### config.mk
export PLATFORM = sky130hd
export DESIGN_NAME = i2c_byte_master
export DESIGN_NICKNAME = d
export VERILOG_FILES = /design/src/rtl/i2cm_pkg.sv /design/src/rtl/i2cm_quarter_tick.sv /design/src/rtl/i2cm_bus_fsm.sv /design/src/rtl/i2c_byte_master.sv
export SDC_FILE = /design/constraint.sdc
export NUM_CORES = 1
export LEC_CHECK = 0
export ABC_AREA = 1
export BUFFER_PORTS_ARGS = -buffer_cell sky130_fd_sc_hd__buf_2
export CORE_MARGIN = 2
export CORE_UTILIZATION = 55
export CTS_CLUSTER_SIZE = 24
export DETAILED_ROUTE_END_ITERATION = 12
export PLACE_DENSITY = 0.85
export SETUP_SLACK_MARGIN = 0.15
export SYNTH_ARGS = -nofsm -noshare
export SYNTH_HDL_FRONTEND = slang
export SYNTH_HIERARCHICAL = 1
export SYNTH_SLANG_ARGS = --single-unit
export TNS_END_PERCENT = 30
### constraint.sdc
create_clock -name clk -period 4.3 [get_ports clk]
set_clock_uncertainty 0.15 [all_clocks]
set_input_delay 0.215 -clock clk [delete_from_list [all_inputs] [get_ports clk]]
set_output_delay 0.215 -clock clk [all_outputs]
set_load 0.05 [all_outputs]
### src/rtl/i2cm_pkg.sv
package i2cm_pkg;
    localparam int DATA_W = 8;
    localparam int DIV_W  = 6;
    localparam int CNT_W  = 12;
    localparam int ADDR_W = 5;

    localparam logic [ADDR_W-1:0] OFS_OWN  = 5'h00;
    localparam logic [ADDR_W-1:0] OFS_DIV  = 5'h04;
    localparam logic [ADDR_W-1:0] OFS_CTRL = 5'h08;
    localparam logic [ADDR_W-1:0] OFS_STAT = 5'h0C;
    localparam logic [ADDR_W-1:0] OFS_DATA = 5'h10;

    localparam int CB_EN   = 7;
    localparam int CB_IE   = 6;
    localparam int CB_MST  = 5;
    localparam int CB_TX   = 4;
    localparam int CB_NACK = 3;
    localparam int CB_RS   = 2;

    localparam int SB_ARB  = 4;
    localparam int SB_DONE = 1;

    typedef enum logic [2:0] {
        ST_IDLE, ST_START, ST_HOLD, ST_XFER, ST_RSTART, ST_STOP
    } bus_st_e;

    // SCL period in module clocks for a divider code
    function automatic logic [CNT_W-1:0] scl_ratio(input logic [DIV_W-1:0] c);
        logic [CNT_W-1:0] m;
        m = 12'd16 + {8'd0, c[2:0], 1'b0};
        m = m << c[5:3];
        if (m < 12'd22) m = 12'd22;
        return m;
    endfunction
endpackage

### src/rtl/i2cm_quarter_tick.sv
module i2cm_quarter_tick
    import i2cm_pkg::*;
#(
    parameter int CODE_W = DIV_W,
    parameter int CW     = CNT_W
) (
    input  logic              clk,
    input  logic              rst_n,
    input  logic              run,
    input  logic [CODE_W-1:0] code,
    output logic              tick
);
    logic [CW-1:0] qlen;
    logic [CW-1:0] cnt;

    assign qlen = scl_ratio(code) >> 2;
    assign tick = run && (cnt >= qlen - 1'b1);

    always_ff @(posedge clk or negedge rst_n) begin
        if (!rst_n)         cnt <= '0;
        else if (!run)      cnt <= '0;
        else if (tick)      cnt <= '0;
        else                cnt <= cnt + 1'b1;
    end


    tick_gap_chk: assert property (@(posedge clk) disable iff (!rst_n)
        tick |=> !tick);
endmodule

### src/rtl/i2cm_bus_fsm.sv
module i2cm_bus_fsm
    import i2cm_pkg::*;
#(
    parameter int DW = DATA_W
) (
    input  logic          clk,
    input  logic          rst_n,
    input  logic          enable,
    input  logic          tick,
    input  logic          start_req,
    input  logic          stop_req,
    input  logic          rs_req,
    input  logic          go,
    input  logic          tx_mode,
    input  logic          nack_sel,
    input  logic [DW-1:0] tx_byte,
    input  logic          sda_in,
    output logic          run,
    output logic          scl_out,
    output logic          sda_out,
    output logic          busy,
    output logic          in_xfer,
    output logic          byte_done,
    output logic          arb_pulse,
    output logic          ack_q,
    output logic [DW-1:0] rx_byte
);
    localparam int BIT_W = $clog2(DW + 1);
    localparam logic [BIT_W-1:0] ACK_SLOT = BIT_W'(DW);

    bus_st_e          st, nxt;
    logic [1:0]       ph;
    logic [BIT_W-1:0] bitn;
    logic [DW-1:0]    shreg;
    logic             samp, dir_tx, nack_lat;
    logic             stop_p, rs_p, go_p;

    always_comb begin
        nxt = st;
        unique case (st)
            ST_IDLE:   if (start_req) nxt = ST_START;
            ST_START:  if (tick && ph == 2'd1) nxt = ST_HOLD;
            ST_HOLD:   if (stop_p) nxt = ST_STOP;
                       else if (rs_p) nxt = ST_RSTART;
                       else if (go_p) nxt = ST_XFER;
            ST_XFER:   if (tick && ph == 2'd3 && bitn == ACK_SLOT) nxt = ST_HOLD;
            ST_RSTART: if (tick && ph == 2'd3) nxt = ST_HOLD;
            ST_STOP:   if (tick && ph == 2'd2) nxt = ST_IDLE;
            default:   nxt = ST_IDLE;
        endcase
        if (!enable) nxt = ST_IDLE;
    end

    always_ff @(posedge clk or negedge rst_n) begin
        if (!rst_n) begin
            st <= ST_IDLE; ph <= '0; bitn <= '0; shreg <= '0; samp <= 1'b1;
            dir_tx <= 1'b0; nack_lat <= 1'b0; stop_p <= 1'b0; rs_p <= 1'b0;
            go_p <= 1'b0; busy <= 1'b0; ack_q <= 1'b0; rx_byte <= '0;
        end else begin
            st <= nxt;
            if (nxt != st)  ph <= '0;
            else if (tick)  ph <= ph + 1'b1;
            if (!enable) begin
                stop_p <= 1'b0; rs_p <= 1'b0; go_p <= 1'b0; busy <= 1'b0;
            end else begin
                if (stop_req) stop_p <= 1'b0 | 1'b1;
                else if (st == ST_HOLD || st == ST_IDLE) stop_p <= 1'b0;
                if (rs_req) rs_p <= 1'b1;
                else if ((st == ST_HOLD && !stop_p) || st == ST_IDLE) rs_p <= 1'b0;
                if (go) go_p <= 1'b1;
                else if ((st == ST_HOLD && !stop_p && !rs_p) || st == ST_IDLE) go_p <= 1'b0;
                if (st == ST_IDLE && nxt == ST_START) busy <= 1'b1;
                else if (st == ST_STOP && nxt == ST_IDLE) busy <= 1'b0;
            end
            if (st == ST_HOLD && nxt == ST_XFER) begin
                shreg <= tx_byte; dir_tx <= tx_mode; nack_lat <= nack_sel; bitn <= '0;
            end else if (st == ST_XFER && tick) begin
                if (ph == 2'd1) begin
                    samp <= sda_in;
                    if (bitn == ACK_SLOT && dir_tx) ack_q <= sda_in;
                end
                if (ph == 2'd3) begin
                    if (bitn != ACK_SLOT) shreg <= {shreg[DW-2:0], samp};
                    bitn <= bitn + 1'b1;
                end
            end
            if (byte_done) rx_byte <= shreg;
        end
    end

    always_comb begin
        scl_out = 1'b1;
        sda_out = 1'b1;
        unique case (st)
            ST_IDLE:   begin scl_out = 1'b1; sda_out = 1'b1; end
            ST_START:  begin scl_out = (ph == 2'd0); sda_out = 1'b0; end
            ST_HOLD:   begin scl_out = 1'b0; sda_out = 1'b1; end
            ST_XFER:   begin
                scl_out = (ph == 2'd1) || (ph == 2'd2);
                if (bitn != ACK_SLOT) sda_out = dir_tx ? shreg[DW-1] : 1'b1;
                else                  sda_out = dir_tx ? 1'b1 : nack_lat;
            end
            ST_RSTART: begin scl_out = (ph == 2'd1) || (ph == 2'd2); sda_out = (ph < 2'd2); end
            ST_STOP:   begin scl_out = (ph != 2'd0); sda_out = (ph == 2'd2); end
            default:   begin scl_out = 1'b1; sda_out = 1'b1; end
        endcase
        run       = (st == ST_START) || (st == ST_XFER) || (st == ST_RSTART) || (st == ST_STOP);
        in_xfer   = (st == ST_XFER);
        byte_done = (st == ST_XFER) && tick && (ph == 2'd3) && (bitn == ACK_SLOT);
        arb_pulse = (st == ST_XFER) && tick && (ph == 2'd1) && (bitn != ACK_SLOT)
                    && dir_tx && shreg[DW-1] && !sda_in;
    end


    sda_hold_chk: assert property (@(posedge clk) disable iff (!rst_n)
        (st == ST_XFER && $past(st) == ST_XFER && scl_out && $past(scl_out))
        |-> sda_out == $past(sda_out));

    busy_rise_chk: assert property (@(posedge clk) disable iff (!rst_n)
        (busy && !$past(busy)) |-> $past(st) == ST_IDLE);

    busy_fall_chk: assert property (@(posedge clk) disable iff (!rst_n)
        $fell(busy) |-> st == ST_IDLE);

    disable_idle_chk: assert property (@(posedge clk) disable iff (!rst_n)
        !$past(enable) |-> (st == ST_IDLE && !busy));
endmodule

### src/rtl/i2c_byte_master.sv
module i2c_byte_master
    import i2cm_pkg::*;
(
    input  logic              clk,
    input  logic              rst_n,
    input  logic [ADDR_W-1:0] reg_addr,
    input  logic              reg_wr,
    input  logic              reg_rd,
    input  logic [DATA_W-1:0] reg_wdata,
    output logic [DATA_W-1:0] reg_rdata,
    output logic              irq,
    output logic              scl_out,
    output logic              sda_out,
    input  logic              sda_in
);
    logic [DATA_W-1:0] own_q, ctrl_q, dat_q, rx_byte, stat;
    logic [DIV_W-1:0]  div_q;
    logic iif_q, arb_q;
    logic tick, run, busy, in_xfer, byte_done, arb_pulse, ack_q;
    logic wr_ctrl, wr_stat, wr_data, rd_data;
    logic start_req, stop_req, rs_req, go;

    assign wr_ctrl = reg_wr && reg_addr == OFS_CTRL;
    assign wr_stat = reg_wr && reg_addr == OFS_STAT;
    assign wr_data = reg_wr && reg_addr == OFS_DATA;
    assign rd_data = reg_rd && reg_addr == OFS_DATA;

    assign start_req = wr_ctrl && reg_wdata[CB_EN] && reg_wdata[CB_MST] && !ctrl_q[CB_MST];
    assign stop_req  = wr_ctrl && ctrl_q[CB_MST] && !reg_wdata[CB_MST];
    assign rs_req    = wr_ctrl && ctrl_q[CB_MST] && reg_wdata[CB_MST] && reg_wdata[CB_RS];
    assign go        = ctrl_q[CB_MST] && ((wr_data && ctrl_q[CB_TX]) || (rd_data && !ctrl_q[CB_TX]));

    always_ff @(posedge clk or negedge rst_n) begin
        if (!rst_n) begin
            own_q <= '0; ctrl_q <= '0; dat_q <= '0; div_q <= '0;
            iif_q <= 1'b0; arb_q <= 1'b0;
        end else begin
            if (reg_wr && reg_addr == OFS_OWN) own_q <= reg_wdata;
            if (reg_wr && reg_addr == OFS_DIV) div_q <= reg_wdata[DIV_W-1:0];
            if (wr_ctrl) ctrl_q <= reg_wdata & ~(DATA_W'(1) << CB_RS);
            if (wr_data) dat_q <= reg_wdata;
            if (byte_done) iif_q <= 1'b1;
            else if (wr_stat && !reg_wdata[SB_DONE]) iif_q <= 1'b0;
            if (arb_pulse) arb_q <= 1'b1;
            else if (wr_stat && !reg_wdata[SB_ARB]) arb_q <= 1'b0;
        end
    end

    assign stat = {!in_xfer, 1'b0, busy, arb_q, 2'b00, iif_q, ack_q};
    assign irq  = iif_q && ctrl_q[CB_IE];

    always_comb begin
        unique case (reg_addr)
            OFS_OWN:  reg_rdata = own_q;
            OFS_DIV:  reg_rdata = {{(DATA_W-DIV_W){1'b0}}, div_q};
            OFS_CTRL: reg_rdata = ctrl_q;
            OFS_STAT: reg_rdata = stat;
            OFS_DATA: reg_rdata = rx_byte;
            default:  reg_rdata = '0;
        endcase
    end

    i2cm_quarter_tick #(.CODE_W(DIV_W), .CW(CNT_W)) u_tick (
        .clk(clk), .rst_n(rst_n), .run(run), .code(div_q), .tick(tick)
    );

    i2cm_bus_fsm #(.DW(DATA_W)) u_fsm (
        .clk(clk), .rst_n(rst_n), .enable(ctrl_q[CB_EN]), .tick(tick),
        .start_req(start_req), .stop_req(stop_req), .rs_req(rs_req), .go(go),
        .tx_mode(ctrl_q[CB_TX]), .nack_sel(ctrl_q[CB_NACK]), .tx_byte(dat_q),
        .sda_in(sda_in), .run(run), .scl_out(scl_out), .sda_out(sda_out),
        .busy(busy), .in_xfer(in_xfer), .byte_done(byte_done),
        .arb_pulse(arb_pulse), .ack_q(ack_q), .rx_byte(rx_byte)
    );


    iif_src_chk: assert property (@(posedge clk) disable iff (!rst_n)
        (iif_q && !$past(iif_q)) |-> $past(byte_done));
endmodule

==> results of run 1 <==
==> through the flow <==
step                instances  power (mW)  hold slack, ns  utilization
global placement          782        1.26           0.272        0.593
detailed placement        782        1.28           0.275        0.593
floorplan                 658        1.16          -0.231            -
global route              810        2.04          0.0124        0.640
finish                    810        1.93          0.0200        0.640
CTS                       807        1.92         0.00609        0.631
==> path summary, 6_finish.rpt <==
kind                                     to  depth (start not counted)
min in group asynchronous     u_tick/cnt[4]                          2
min                                own_q[5]                          3
max reg2reg                    u_fsm/dir_tx                         29
min reg2reg                u_fsm/rx_byte[2]                          2
max in group asynchronous          div_q[4]                          2
max                            u_fsm/dir_tx                         29
==> registers in the layout (all words and copies together), names as in the netlist <==
signal / flops
u_fsm/rs_p: 1
u_fsm/samp: 1
u_fsm/busy: 1
iif_q: 1
u_fsm/nack_lat: 1
u_tick/cnt: 12
own_q: 8
u_fsm/ack_q: 1
arb_q: 1
dat_q: 8
u_fsm/dir_tx: 1
ctrl_q: 7
u_fsm/st: 3
u_fsm/shreg: 8
u_fsm/rx_byte: 8
div_q: 6
u_fsm/go_p: 1
u_fsm/ph: 2
u_fsm/bitn: 4
u_fsm/stop_p: 1
==> worst min-delay path, cell delays in order <==
cell     delay, ns
buf_2         0.16
nand2_1       0.08
nand2_1       0.05
==> area by class of cell <==
class | instances | area [sq um] | share of cell area
inverter | 74 | 293 | 0.0522
tap | 108 | 135 | 0.0241
clock inverter | 7 | 103 | 0.0183
multi-input combinational | 495 | 2790 | 0.497
clock buffer | 9 | 124 | 0.0221
timing repair buffer | 41 | 260 | 0.0464
sequential | 76 | 1910 | 0.340
==> timing repair <==
item / in CTS / in global routing
endpoints found under the setup margin: 17 / 29
pin swaps: 1 / 7
resized for setup: 4 / 14
buffers inserted: 0 / 3
hold buffers: 8 / 0
hold endpoints to repair: 93 / 0
gates cloned: 1 / 0
==> cells by family (layout without fill, tap and decap cells) <==
group / after synthesis / in the layout / share of synthesized area
AOI/OAI and AO/OA: 71 / 71 / 0.0821
xor gates and xnor gates: 5 / 5 / 0.00877
adders and majority gates: 20 / 20 / 0.0501
buffers and inverters: 88 / 131 / 0.0766
DFF: 76 / 76 / 0.381
other: 1 / 2 / 0.000751
and+or+nand+nor: 396 / 397 / 0.401
==> power by group <==
part	internal (mW)	total, mW	switching (mW)	leakage, nW
logic	0.162	0.471	0.308	1.83
registers	0.769	0.830	0.0608	0.999
clock network	0.335	0.633	0.297	0.111
total	1.27	1.93	0.667	2.94
==> synthesized netlist by cell type, types with 5 or more instances <==
| cell type | number |
|---|---|
| nand3_1 | 47 |
| inv_1 | 55 |
| nor2_8 | 5 |
| nand2_2 | 7 |
| nor2_4 | 6 |
| nand2_1 | 209 |
| nand4_1 | 38 |
| nand3_2 | 14 |
| a21oi_1 | 13 |
| nor2_2 | 11 |
| o21bai_1 | 5 |
| ha_1 | 20 |
| o21ai_1 | 9 |
| buf_2 | 5 |
| nor2_1 | 42 |
| dfrtp_1 | 75 |
| inv_2 | 14 |
| o21ai_0 | 34 |
==> per-layer routing <==
layer  vias to the layer above  wire length [um]  GRT usage
met5                         -                 0          0
met2                       192              6070      0.426
li1                       2244                 -          -
met1                      2209              5000      0.331
met3                        42               868     0.0527
met4                         0               332     0.0896
==> metrics.md, run 1 <==
| Metric | Value |
|---|---|
| Outcome | `finished, final reports clean` |
| Synthesis Warnings | `6` |
| Drt pass-1 iters | `6` |
| Sum Neg Setup Slack | `0 ns` |
| # diodes | `0` |
| Ports | `29` |
| Routed wire length | `12300 um` |
| WL/cell | `15.1 um` |
| Relative slew slack | `0.364` |
| Critical path data arrival time | `3.98 ns` |
| Core Region | `0.00876 sq mm` |
| Crit share post-route | `0.902` |
| Top cell type's share of synthesized area | `0.376` |
| Commonest non-fill, non-tap cells in the layout | `207 x nand2_1, 73 x dfrtp_1, 54 x inv_1, 46 x nand3_1, 40 x nor2_1` |
| Final Hold Fails | `0` |
| Post-synth EDFFs | `0` |
| Root Buffer | `clkbuf_8` |
| Routability cong. | `around 0.91` |
| Die width | `99.3 um` |
| Share of synthesized registers carrying an async set or reset | `1.00` |
| Clk_lat worst skew | `0.36 ns` |
| Antenna violations before repair | `0` |
| Synthesized flop and latch total | `76` |
| Vias | `4687` |
| Area Overhead vs Synth | `12.2%` |
| Overflow after GRT | `0` |
| Largest area contributor in the netlist | `dfrtp_1` |
| DIE AREA | `around 0.01 sq mm` |
| Synthesized area | `0.00500 sq mm` |
| 1st-iter DRT viols | `~450` |
| Final ANT Viol Nets | `0` |
| Pre-CTS setup slack | `-0.0288 ns` |
| Synth top area cells | `dfrtp_1 38%, nand2_1 16%, ha_1 5.0%` |
| DP Area | `0.00520 sq mm` |
| Fmax | `~0.26 GHz` |
| PortBufs | `28` |
| Drt drc | `0` |
| CP Launch Type | `register` |
| Worst hold path class | `in2reg` |
| Max VDD drop | `~0.23 mV` |
| CTS clk-pin slew, worst paths | `about 0.090 ns` |
| Worst Path Required | `4.41 ns` |
| Dpl hpwl | `around 9000 um` |
| CTS HTree Levels | `3` |
| RSZ-0062 raised after global routing | `false` |
| Crit Path Category | `reg2reg` |
| Worst slew pin tran | `0.954 ns` |
| P_leak | `2.94 nW` |
| Most used cell, CP | `nand2_1` |
| Final instance area | `0.00561 sq mm` |
| Final Setup Violations | `0` |
| Vias per cell | `5.79` |
| Final #Nets | `735` |
| Fillers | `736` |
| Reg2reg start | `div_q[3]` |
| Worst R2R Setup Slack | `around 0.42 ns` |
| Endpoint class of the critical path | `register` |
| Cells after Synth | `approximately 660` |
| PwrDens | `between 300 and 400 mW/mm^2` |
| Minimum clock period | `3.88 ns` |
| Worst Hold Launch | `reg_wdata[5]` |
| Top FF cell, synth | `dfrtp_1` |
| Post-Syn Area per Cell | `7.60 sq um` |
| Max-slew violations | `0` |
| Vias in the first global route | `around 4300` |
| Maximum root-to-sink buffer count | `2` |
| Row count | `34` |
| Crit path max-delay cell type | `dfrtp_2` |
| Die H | `99.3 um` |
| Largest net degree at the start of global routing | `77` |
| Slack of the critical path | `0.420 ns` |
| CTS Buf Count | `9` |
| CTS tree | `built` |
| Layout cell share with drive strength beyond 1 | `0.198` |
| Commonest non-fill, non-tap cell in the layout | `nand2_1` |
| Register area share after synthesis | `0.381` |
| Crit path from | `div_q[3]` |
| CP max stage delay | `0.45 ns` |
| Critical path buffer and inverter count | `4` |
| CP Max Fanout | `8` |
| Total GRT Usage | `0.255` |
| Yosys cell types | `45` |
| Sinks on Clock Net | `76` |
| Initial Utilization | `0.570` |
| # Max-Cap Violations | `0` |
| CP delay by family, top | `simple AND/OR/NAND/NOR gates` |
| First-pass GRT wire length | `20200 um` |
(Power assumes the default switching activity.)
==> inputs of run 2 (changes only) <==
--- a/config.mk
+++ b/config.mk
@@ -7,11 +7,13 @@
 export LEC_CHECK = 0
 export ABC_AREA = 1
 export BUFFER_PORTS_ARGS = -buffer_cell sky130_fd_sc_hd__buf_2
+export CELL_PAD_IN_SITES_DETAIL_PLACEMENT = 1
+export CELL_PAD_IN_SITES_GLOBAL_PLACEMENT = 2
 export CORE_MARGIN = 2
-export CORE_UTILIZATION = 55
+export CORE_UTILIZATION = 36
 export CTS_CLUSTER_SIZE = 24
 export DETAILED_ROUTE_END_ITERATION = 12
-export PLACE_DENSITY = 0.85
+export PLACE_DENSITY = 0.91
 export SETUP_SLACK_MARGIN = 0.15
 export SYNTH_ARGS = -nofsm -noshare
 export SYNTH_HDL_FRONTEND = slang
==> run 2 against run 1 <==
Net effect:
- count of clock-buffer cells in the layout increased by 2
- clock power increased by 23%
- power increased by 8.4%
- largest cell class unchanged
==> metrics.md, run 2 (synthesis gave the netlist of run 1 again) <==
| Metric | Value |
|---|---|
| CTS HTree Levels | `3 (unchanged)` |
| Sw power | `0.695 mW (+4.2%)` |
| Final #Nets | `735 (unchanged)` |
| Flop pwr share | `0.397 (-0.032)` |
| Crit path max-delay cell type | `dfrtp_2` |
| CP delay by family, top | `simple AND/OR/NAND/NOR gates` |
| Fillers | `1738 (+140%)` |
| Fmax | `0.260 GHz (+0.83%)` |
| Layout cell share with drive strength beyond 1 | `0.207 (+0.00855)` |
| Combinational share of power | `0.231 (-0.012)` |
| Hold Worst Slack | `0.0180 ns (-0.00198 ns)` |
| Worst hold path class | `in2reg` |
| 1st-iter DRT viols | `139 (-69%)` |
| Core Region | `0.0137 sq mm (+57%)` |
| P_leak | `2.99 nW (+1.7%)` |
| Overflow after GRT | `0 (unchanged)` |
| DIE AREA | `0.0148 sq mm (+50%)` |
| Routed wire length | `14900 um (+21%)` |
| Clk_lat worst skew | `0.34 ns (-0.02 ns)` |
| Drt drc | `0 (unchanged)` |
| Die H | `122 um (+23%)` |
| # diodes | `0 (unchanged)` |
| First-pass GRT wire length | `23900 um (+19%)` |
| Initial Utilization | `0.364 (-0.206)` |
| Crit share post-route | `0.895 (-0.00739)` |
| Post-layout util | `0.418 (-0.221)` |
| Total GRT Usage | `0.209 (-0.0466)` |
| # Max-Cap Violations | `0 (unchanged)` |
| Endpoint class of the critical path | `register` |
| Int Pwr | `1.40 mW (+11%)` |
| Final Setup Violations | `0 (unchanged)` |
| Worst Path Required | `4.43 ns (+0.02 ns)` |
| Area Overhead vs Synth | `14.9%` |
| Die width | `122 um (+23%)` |
| Root Buffer | `clkbuf_16` |
| Dpl hpwl | `10900 um (+24%)` |
| CTS Buf Count | `9 (unchanged)` |
| Antenna violations before repair | `0 (unchanged)` |
| Vias in the first global route | `4739 (+9.1%)` |
| CP max stage delay | `0.43 ns (-0.02 ns)` |
| Largest net degree at the start of global routing | `77 (unchanged)` |
| Final ANT Viol Nets | `0 (unchanged)` |
| Sinks on Clock Net | `76 (unchanged)` |
| Largest register FFs | `12 (unchanged)` |
| Critical path data arrival time | `3.98 ns (about the same)` |
| WL/cell | `16.9 um (+11%)` |
| Drt pass-1 iters | `4 (-2)` |
| Minimum clock period | `3.85 ns (-0.0318 ns)` |
| Clock power share | `0.371 (+0.044)` |
| RSZ-0062 raised after global routing | `false` |
| Most used cell, CP | `nand2_1` |
| Maximum root-to-sink buffer count | `2 (unchanged)` |
| Routability cong. | `0.863 (-5.6%)` |
| Vias | `4611 (-1.6%)` |
| CTS tree | `built` |
| Max-slew violations | `0 (unchanged)` |
| Inst Count DP | `855 (+9.3%)` |
| Pre-CTS setup slack | `-0.0582 ns (-0.0294 ns)` |
| Final Hold Fails | `0 (unchanged)` |
| Critical path buffer and inverter count | `5 (+1)` |
| PwrDens | `365 mW/mm^2 (+5.9%)` |
| PortBufs | `28 (unchanged)` |
| Crit Path Category | `reg2reg` |
| Slack of the critical path | `0.452 ns (+0.0318 ns)` |
| CTS clk-pin slew, worst paths | `0.07 ns (-0.02 ns)` |
| Ports | `29 (unchanged)` |
| Worst slew pin tran | `1.03 ns (+0.0733 ns)` |
| Commonest non-fill, non-tap cell in the layout | `nand2_1` |
| CP Launch Type | `register` |
| Commonest non-fill, non-tap cells in the layout | `206 x nand2_1, 73 x dfrtp_1, 54 x inv_1, 46 x nand3_1, 39 x nor2_1` |
| Total power draw | `2.10 mW (+8.4%)` |
| Relative slew slack | `0.315 (-0.0488)` |
| Max VDD drop | `0.211 mV (-8.9%)` |
| Sw Share | `0.331 (-0.0133)` |
| Vias per cell | `5.23 (-9.7%)` |
| Outcome | `finished, final reports clean` |
| Row count | `43 (+26%)` |
| Biggest register | `u_tick/cnt` |
| Fin cells | `882 (+8.9%)` |
| CP Max Fanout | `7 (-1)` |
## run 2: changes by cell type in the layout (fill, tap and decap cells not counted), moves of 3 or more
cell,change
buf_4,+5
inv_6,-3
clkbuf_16,+9
clkbuf_8,-8
dlygate4sd3_1,-6
## run 2: what timing repair did
item | 4_1_cts | 5_1_grt
resized for setup | 4 | 14
pin swaps | 1 | 10
endpoints found under the setup margin | 25 | 28
hold buffers | 2 | 0
cloned | 1 | 1
setup buffers | 0 | 7
endpoints found under the hold margin | 78 | 0
## run 2: final timing paths
kind / start / end / slack, ns / depth (start not counted)
worst min register to register: arb_q / arb_q / 0.33 / 2
max in group asynchronous: rst_n / div_q[4] / 2.88 / 2
worst max register to register: div_q[3] / u_fsm/shreg[7] / 0.45 / 28
min in group asynchronous: rst_n / div_q[2] / 0.43 / 2
worst max-delay path: div_q[3] / u_fsm/shreg[7] / 0.45 / 28
worst min-delay path: reg_wdata[3] / dat_q[3] / 0.02 / 3
## run 2: worst min-delay path, stage by stage
cell	delay, ns
buf_2	0.14
nand2_1	0.07
nand2_1	0.05
## run 2: power by group through the flow
stage                     sequential, mW  combinational, mW  clock, mW
after floorplan                    0.820              0.340          0
after global placement             0.838              0.435          0
after detailed placement           0.843              0.461          0
after CTS                          0.832              0.466      0.795
after global routing               0.840              0.552      0.821
final                              0.833              0.485      0.779
## run 2: routing by layer
layer | vias to the layer above | GRT usage | share of wire
met4 | 0 | 0.0489 | 0.013
met5 | - | 0 | 0
met2 | 67 | 0.376 | 0.52
met1 | 2287 | 0.253 | 0.44
met3 | 17 | 0.0473 | 0.028
li1 | 2240 | - | -
## run 2: per-stage QoR
stage,area (sq um),TNS (ns)
finish,5740,0
global route,5740,0
CTS,5640,0
detailed placement,5300,-0.228
global placement,5300,0
floorplan,5000,0
## run 2: area by class of cell
cell class,count,area (sq um),area share
Inverter,74,294,0.0512
Timing Repair Buffer,40,238,0.0414
Tap cell,180,225,0.0392
Clock inverter,5,60.1,0.0105
Clock buffer,11,243,0.0423
Multi-Input combinational cell,495,2770,0.482
Sequential cell,76,1910,0.332
Timing Repair inverter,1,7.51,0.00131
